**config.mk**
```make
export PLATFORM = sky130hd
export DESIGN_NAME = pterm_array
export DESIGN_NICKNAME = d
export VERILOG_FILES = /design/src/rtl/pterm_pkg.sv /design/src/rtl/pterm_cfg_store.sv /design/src/rtl/pterm_lines.sv /design/src/rtl/pterm_row.sv /design/src/rtl/pterm_array.sv
export SDC_FILE = /design/constraint.sdc
export NUM_CORES = 1
export LEC_CHECK = 0
export ABC_AREA = 1
export ABC_CLOCK_PERIOD_IN_PS = 1200
export CORE_MARGIN = 5
export CORE_UTILIZATION = 43
export DETAILED_ROUTE_END_ITERATION = 6
export PLACE_DENSITY_LB_ADDON = 0.2
export SETUP_SLACK_MARGIN = 0.15
export SYNTH_ARGS = -nofsm -noshare
export SYNTH_HDL_FRONTEND = slang
export SYNTH_HIERARCHICAL = 1
export SYNTH_SLANG_ARGS = --single-unit
```
**constraint.sdc**
```tcl
create_clock -name clk -period 1.2 [get_ports clk]
set_clock_uncertainty 0.2 [all_clocks]
set_input_delay 0.36 -clock clk [delete_from_list [all_inputs] [get_ports clk]]
set_output_delay 0.36 -clock clk [all_outputs]
set_load 0.01 [all_outputs]
```
**src/rtl/pterm_pkg.sv**
```systemverilog
// Package: shared limits and helpers for the product-term array.
// Assumes: callers pass column counts that fit in 32 bits.
package pterm_pkg;
    // Largest number of rows the disable mask is meant to cover.
    localparam int unsigned MAX_TERMS = 64;

    // Flat fuse index of (row, column) for a plane of ncol columns.
    function automatic int unsigned fuse_index(input int unsigned row,
                                               input int unsigned col,
                                               input int unsigned ncol);
        return row * ncol + col;
    endfunction
endpackage

```
**src/rtl/pterm_cfg_store.sv**
```systemverilog
// Module: configuration capture registers for the product-term array.
// Holds the fuse vector and disable mask. Both are loaded on cfg_load.
// On reset every fuse is cut off and every term is disabled.
// Assumes: synchronous active-low reset, single clock domain.
module pterm_cfg_store #(
    parameter int unsigned FUSE_W = 64,
    parameter int unsigned N_ROWS = 8
) (
    input  logic              clk,
    input  logic              rst_n,
    input  logic              cfg_load,
    input  logic [FUSE_W-1:0] cfg_fuses,
    input  logic [N_ROWS-1:0] cfg_disable,
    output logic [FUSE_W-1:0] fuse_q,
    output logic [N_ROWS-1:0] dis_q
);
    // Capture or hold the configuration; erase it on reset.
    always_ff @(posedge clk) begin
        if (!rst_n) begin
            fuse_q <= '1;
            dis_q  <= '1;
        end else if (cfg_load) begin
            fuse_q <= cfg_fuses;
            dis_q  <= cfg_disable;
        end
    end

    // the cycle after a reset edge shows the erased configuration.
    assert_erased_after_reset_R1: assert property (@(posedge clk)
        disable iff (!rst_n) !$past(rst_n) |-> (&fuse_q && &dis_q));

    // a strobe captures exactly the presented values.
    assert_capture_on_load_R8: assert property (@(posedge clk)
        disable iff (!rst_n) ($past(rst_n) && $past(cfg_load)) |->
        (fuse_q == $past(cfg_fuses) && dis_q == $past(cfg_disable)));

    // without a strobe the configuration holds.
    assert_hold_without_load_R8: assert property (@(posedge clk)
        disable iff (!rst_n) ($past(rst_n) && !$past(cfg_load)) |->
        ($stable(fuse_q) && $stable(dis_q)));
endmodule

```
**src/rtl/pterm_lines.sv**
```systemverilog
// Module: input line driver for the AND plane.
// Expands each input into a true line (even column) and an inverse line
// (odd column).
// Assumes: purely combinational, no clock.
module pterm_lines #(
    parameter int unsigned N_IN = 4,
    localparam int unsigned NCOL = 2 * N_IN
) (
    input  logic [N_IN-1:0] logic_in,
    output logic [NCOL-1:0] lines
);
    for (genvar i = 0; i < N_IN; i++) begin : g_pair
        // Drive the true line and the inverse line of input i.
        assign lines[2*i]   = logic_in[i];
        assign lines[2*i+1] = ~logic_in[i];
    end
endmodule

```
**src/rtl/pterm_row.sv**
```systemverilog
// Module: one product term of the AND plane.
// A cleared fuse connects its line into the AND. A set fuse removes it.
// A set disable bit forces the term low.
// Assumes: clk and rst_n are used only by the local checks.
module pterm_row #(
    parameter int unsigned NCOL = 8
) (
    input  logic            clk,
    input  logic            rst_n,
    input  logic [NCOL-1:0] lines,
    input  logic [NCOL-1:0] fuse_row,
    input  logic            dis,
    output logic            term
);
    logic [NCOL-1:0] masked;

    // A removed line reads as 1 so that it drops out of the AND.
    always_comb masked = lines | fuse_row;

    // Reduce the masked lines and apply the disable.
    always_comb term = (&masked) & ~dis;

    // an enabled row with every fuse cut off is constantly high.
    assert_all_cut_high_R4: assert property (@(posedge clk)
        disable iff (!rst_n) (&fuse_row && !dis) |-> term);

    // a row with every fuse connected is constantly low.
    assert_all_connected_low_R5: assert property (@(posedge clk)
        disable iff (!rst_n) (fuse_row == '0) |-> !term);
endmodule

```
**src/rtl/pterm_array.sv**
```systemverilog
// Module: fuse-programmed product-term array (top).
// Captures a flat row-major fuse vector and a disable mask on cfg_load.
// Evaluates N_ROWS product terms over the true and inverse lines of
// N_IN inputs.
// Assumes: N_ROWS is between 1 and pterm_pkg::MAX_TERMS, and N_IN >= 1.
module pterm_array #(
    parameter int unsigned N_IN   = 4,
    parameter int unsigned N_ROWS = 8,
    localparam int unsigned NCOL   = 2 * N_IN,
    localparam int unsigned FUSE_W = N_ROWS * NCOL
) (
    input  logic              clk,
    input  logic              rst_n,
    input  logic              cfg_load,
    input  logic [FUSE_W-1:0] cfg_fuses,
    input  logic [N_ROWS-1:0] cfg_disable,
    input  logic [N_IN-1:0]   logic_in,
    output logic [N_ROWS-1:0] term_out
);
    logic [FUSE_W-1:0] fuse_q;
    logic [N_ROWS-1:0] dis_q;
    logic [NCOL-1:0]   lines;

    pterm_cfg_store #(.FUSE_W(FUSE_W), .N_ROWS(N_ROWS)) store_i (
        .clk        (clk),
        .rst_n      (rst_n),
        .cfg_load   (cfg_load),
        .cfg_fuses  (cfg_fuses),
        .cfg_disable(cfg_disable),
        .fuse_q     (fuse_q),
        .dis_q      (dis_q)
    );

    pterm_lines #(.N_IN(N_IN)) lines_i (
        .logic_in(logic_in),
        .lines   (lines)
    );

    for (genvar r = 0; r < N_ROWS; r++) begin : g_row
        localparam int unsigned BASE = pterm_pkg::fuse_index(r, 0, NCOL);
        // One AND term per row, fed by its slice of the fuse vector.
        pterm_row #(.NCOL(NCOL)) row_i (
            .clk     (clk),
            .rst_n   (rst_n),
            .lines   (lines),
            .fuse_row(fuse_q[BASE +: NCOL]),
            .dis     (dis_q[r]),
            .term    (term_out[r])
        );
    end

    // no disabled row ever presents a high term.
    assert_disabled_rows_low_R7: assert property (@(posedge clk)
        disable iff (!rst_n) (term_out & dis_q) == '0);
endmodule

```
**Yosys cells after proc, flatten, opt, wreduce, memory -nomap -nowiden**

Index checks and enable logic that the tools add are counted.

- Output and inout port bits: 8
- Input bits: 79
- Bits in registers: 72

- Bitwise logic cells: 28
- Reductions and logical operators: 8

Operator list:

| kind | number |
|---|---|
| bitwise OR 8 bit | 8 |
| AND reduction 8 bit | 8 |
| NOT 1 bit | 12 |
| bitwise AND 1 bit | 8 |

**Longest topological paths before layout**

- Depth in word-level cells: 4
- Gate-level depth with buffers: 5

**By module**

Netlist, hierarchy kept.

Modules (own cells, without submodules):

| module | cells each | area each (µm²) | sequential area each (µm²) | instances |
|---|---|---|---|---|
| pterm_cfg_store | 312 | 2533.7 | 1441.4 | 1 |
| pterm_row | 14 | 62.6 | 0.0 | 8 |
| pterm_lines | 8 | 45.0 | 0.0 | 1 |

**Least setup slack after synthesis**

OpenSTA, ideal clock, no wires.

- Path kind: input to output
- From: in logic_in[3]
- To: out term_out[0]
- Path buffers: 0
- Slack: -0.223 ns
- Arrival: 0.863 ns
- Stages on the path: 5
- Cell sequence: inv_1 > nor2_1 > nor2_1 > nand3_1 > nor2_1

- Word-level cells in the longest chain between the ends: 4

Ends and longest elaborated chain:

| item | line | source |
|---|---|---|
| from (decl) | pterm_array.sv:17 | `input logic [N_IN-1:0] logic_in,` |
| NOT 1 bit | pterm_lines.sv:15 | `assign lines[2*i+1] = ~logic_in[i];` |
| bitwise OR 8 bit * | pterm_row.sv:18 | `always_comb masked = lines \| fuse_row;` |
| AND reduction 8 bit * | pterm_row.sv:21 | `always_comb term = (&masked) & ~dis;` |
| bitwise AND 1 bit * | pterm_row.sv:21 |  |
| to (decl) | pterm_array.sv:18 | `output logic [N_ROWS-1:0] term_out` |

Mark *: on every way between the ends. The rest lies on a longest branch, timed or not.

**Worst setup path in the final report**

- From: reg store_i.fuse_q[50]
- To: out term_out[6]

- Word-level cells in the longest chain between the ends: 3

Ends and longest elaborated chain:

| item | line | source |
|---|---|---|
| from (decl) | pterm_cfg_store.sv:14 | `output logic [FUSE_W-1:0] fuse_q,` |
| from (signal assigned) | pterm_cfg_store.sv:23 | `fuse_q <= cfg_fuses;` |
| bitwise OR 8 bit | pterm_row.sv:18 |  |
| AND reduction 8 bit | pterm_row.sv:21 |  |
| bitwise AND 1 bit | pterm_row.sv:21 |  |

Every way passes these cells.

==> summary.md <==
| Metric | Value |
|---|---|
| Status | complete, but fails checks |
| Failing checks | negative setup slack |
| Setup_tns | -3.92 ns |
| CP required | roughly 0.64 ns |
| Drt drc | 0 |
| Worst hold start | cfg_load |
| Internal Pwr Total | between 3 and 4 mW |
| Largest area contributor in the netlist | dfxtp_1 |
| H-tree Lvls | 3 |
| Fin crit share | 142% |
| Final Power | roughly 5.1 mW |
| Switching portion of total power | roughly a quarter |
| RSZ-0062 raised after global routing | yes |
| Pins Over Slew Limit | 0 |
| First-pass GRT wire length | roughly 13 mm |
| Clock Sinks | ~70 |
| Die width | 94.6 µm |
| CP Cell Sequence | nor2_1, nor2_1, nand3_1, nor2_2, buf_2 |
| Clk buf depth | 2 |
| Register-to-register setup slack | around 0.42 ns |
| Least-Margin Pin Slew | ~0.25 ns |
| Cell area after synthesis | 0.00308 mm² |
| Post-Synthesis Cells | 432 |
| Tightest slew margin relative to the limit | about 83% |
| DIE AREA | 0.00895 mm² |
| Commonest non-fill, non-tap cell in the layout | nand2_1 |
| Synth Warn # | 6 |
| Area grow syn2layout | 38.4% |
| Flops & latches, synth | between 70 and 80 |
| TritonCTS Buffers | 9 |
| Multi-input gate area | around 0.0014 mm² |
| Crit Path Class | reg2out |
| Comb power frac | 17.0% |
| Peak VDD IR | 582 µV |
| Core area | ~0.007 mm² |
| Slowest stage delay, CP | ~0.33 ns |
| WHS | about 0.22 ns |
| Via count | between 2,000 and 3,000 |
| Routed WL per cell | roughly 13 µm |
| IO Port Bufs | 86 |
| Max_cap viols | 0 |
| Crit-path max FO | 2 |
| Fmax | ~600 MHz |
| Worst path slowest cell | dfxtp_2 |
| Synth top area cells | dfxtp_1 (47%), nand2_1 (18%), nand3_1 (14%) |
| Worst hold path class | in2reg |
| Syn Area/Cell | between 7 and 8 µm² |
| Die H | around 95 µm |
| Crit. End Element | output pin |
| Most frequent cells in the layout | nand2_1 (144), nand3_1 (86), clkdlybuf4s50_1 (72) |
| Largest delay share family, worst path | simple AND/OR/NAND/NOR gates |
| Hold-fix buffers at CTS | 0 |
| CP Data Arrival Time | 1.14 ns |
| Synthesized net count | around 510 |
| CTS tree | yes |
| Lkg Pwr | 1.88 nW |
| PwrDens | about 1200 mW/mm² |
| Initial antenna violation count | 0 |
| Final setup margin | -0.504 ns |
| Post-DP HPWL | 5.78 mm |
| Worst hold path depth | 4 |
| Overall Global Routing Usage | between 10% and 20% |
| Largest net degree at the start of global routing | 32 |
| Post-route cell area | about 0.0043 mm² |
| Clk network pwr share | between 30 and 40% |
| GP Congestion | roughly 0.75 |
| Final net count | roughly 600 |
| FF-to-FF path depth | 2 |
| Via density | between 4 and 5 |
| Top-area cell type share of the netlist area | a little under half |
| Clock Latency Late Sink | 0.33 ns |
| Clock Pin Slew Worst Setup and Hold Paths | roughly 0.070 ns |
| Total wire length | 8.05 mm |
| Final setup vio count | 8 |
| DRT antenna net count | 0 |
| Most common cell on crit path | nor2_1 |
| Filler Cell Count | approximately 640 |
| Sequential share of power | about half |
| Post-DP Area | 0.00406 mm² |
| Ports | 87 |
| Psw | roughly 1.3 mW |
| R2R Path End | store_i/dis_q[6] |
| Yosys cell types | 11 |
| Minimum clock period | 1.70 ns |
| Sequential area share after synthesis | between 40% and 50% |
| CTS root buffer | clkbuf_8 |
| Initial core utilization | around 45% |
| Startpoint Class | flip-flop |
| Final hold violation count | 0 |
| Core Util, Final | around 62% |
| Diode count | 0 |
| DRT Pass-1 Iters | 4 |
| Iteration-0 DRC Markers | approximately 130 |
| WHS Endpoint | store_i/fuse_q[23] |
| Seq. cell area | between 0.001 and 0.0015 mm² |
| Ratio of cells with drive above 1 in the final layout | between 10% and 20% |
| Row cnt | 30 |
| Reg2reg start | store_i/dis_q[6] |
| Vias in the first global route | 2,935 |
| Grt total ovfl | 0 |
| Crit path buffers/inverters | 1 |
[registers in the layout, summed over array words and instances (netlist names)]
signal / flops
store_i/fuse_q: 64
store_i/dis_q: 8
[how the worst max path moves through the flow]
| stage | start | endpoint | cells after the start |
|---|---|---|---|
| detailed placement | logic_in[3] | term_out[2] | 7 |
| global route | store_i/fuse_q[50] | term_out[6] | 5 |
| global placement | logic_in[0] | term_out[3] | 7 |
| CTS | store_i/fuse_q[49] | term_out[6] | 5 |
| floorplan | logic_in[0] | term_out[0] | 5 |
| finish | store_i/fuse_q[50] | term_out[6] | 5 |
[routing by layer]
layer,routed length (µm),vias up,track usage (%)
met4,202,0,6.73
met3,587,16,5.42
met5,0,-,0
li1,-,1534,-
met2,3630,94,30.4
met1,3630,1290,23.3
[metrics by stage]
step,instances,setup slack [ns]
3_3_place_gp,604,-1.37
6_report,617,-0.504
3_5_place_dp,604,-1.38
4_1_cts,617,-0.528
2_1_floorplan,432,-0.162
5_1_grt,617,-0.590
[layout make-up]
| class | count | share of cell area, % |
|---|---|---|
| inverter | 5 | 0.910 |
| clock buffer | 12 | 3.64 |
| clock inverter | 1 | 0.117 |
| tap | 96 | 2.82 |
| timing repair buffer | 103 | 23.9 |
| multi-input combinational | 328 | 33.8 |
| sequential | 72 | 34.8 |
[synth_stat cells]
master      n
nor2_1     72
nand2_1   144
dfxtp_1    72
buf_4      11
inv_6       1
nand3_1    88
or2_1      24
clkbuf_2    1
buf_2       7
buf_6       8
inv_1       4
[power by group through the flow]
| stage | combinational [mW] | sequential (mW) | clock, mW |
|---|---|---|---|
| 2_1_floorplan | 0.514 | 2.67 | 0 |
| 3_3_place_gp | 0.865 | 2.69 | 0 |
| 3_5_place_dp | 0.878 | 2.70 | 0 |
| 4_1_cts | 0.877 | 2.66 | 1.65 |
| 5_1_grt | 0.975 | 2.68 | 1.75 |
| 6_report | 0.874 | 2.66 | 1.60 |
[worst reg2reg max path, stage by stage, from the launching register on]
cell	delay (ns)
dfxtp_1	0.31
nand2_1	0.07
nand3_1	0.07
[logic make-up after synthesis]
group	Yosys count	share of synthesized area (%)
flops	72	46.8
simple gates	328	45.5
buf+inv	32	7.68
[repair_timing]
action / CTS / global route
pin swaps: 32 / 11
resized for setup: 93 / 9
setup endpoints to repair: 8 / 8
gates cloned: 0 / 0
setup buffers: 0 / 0
(Power assumes the default switching activity.)
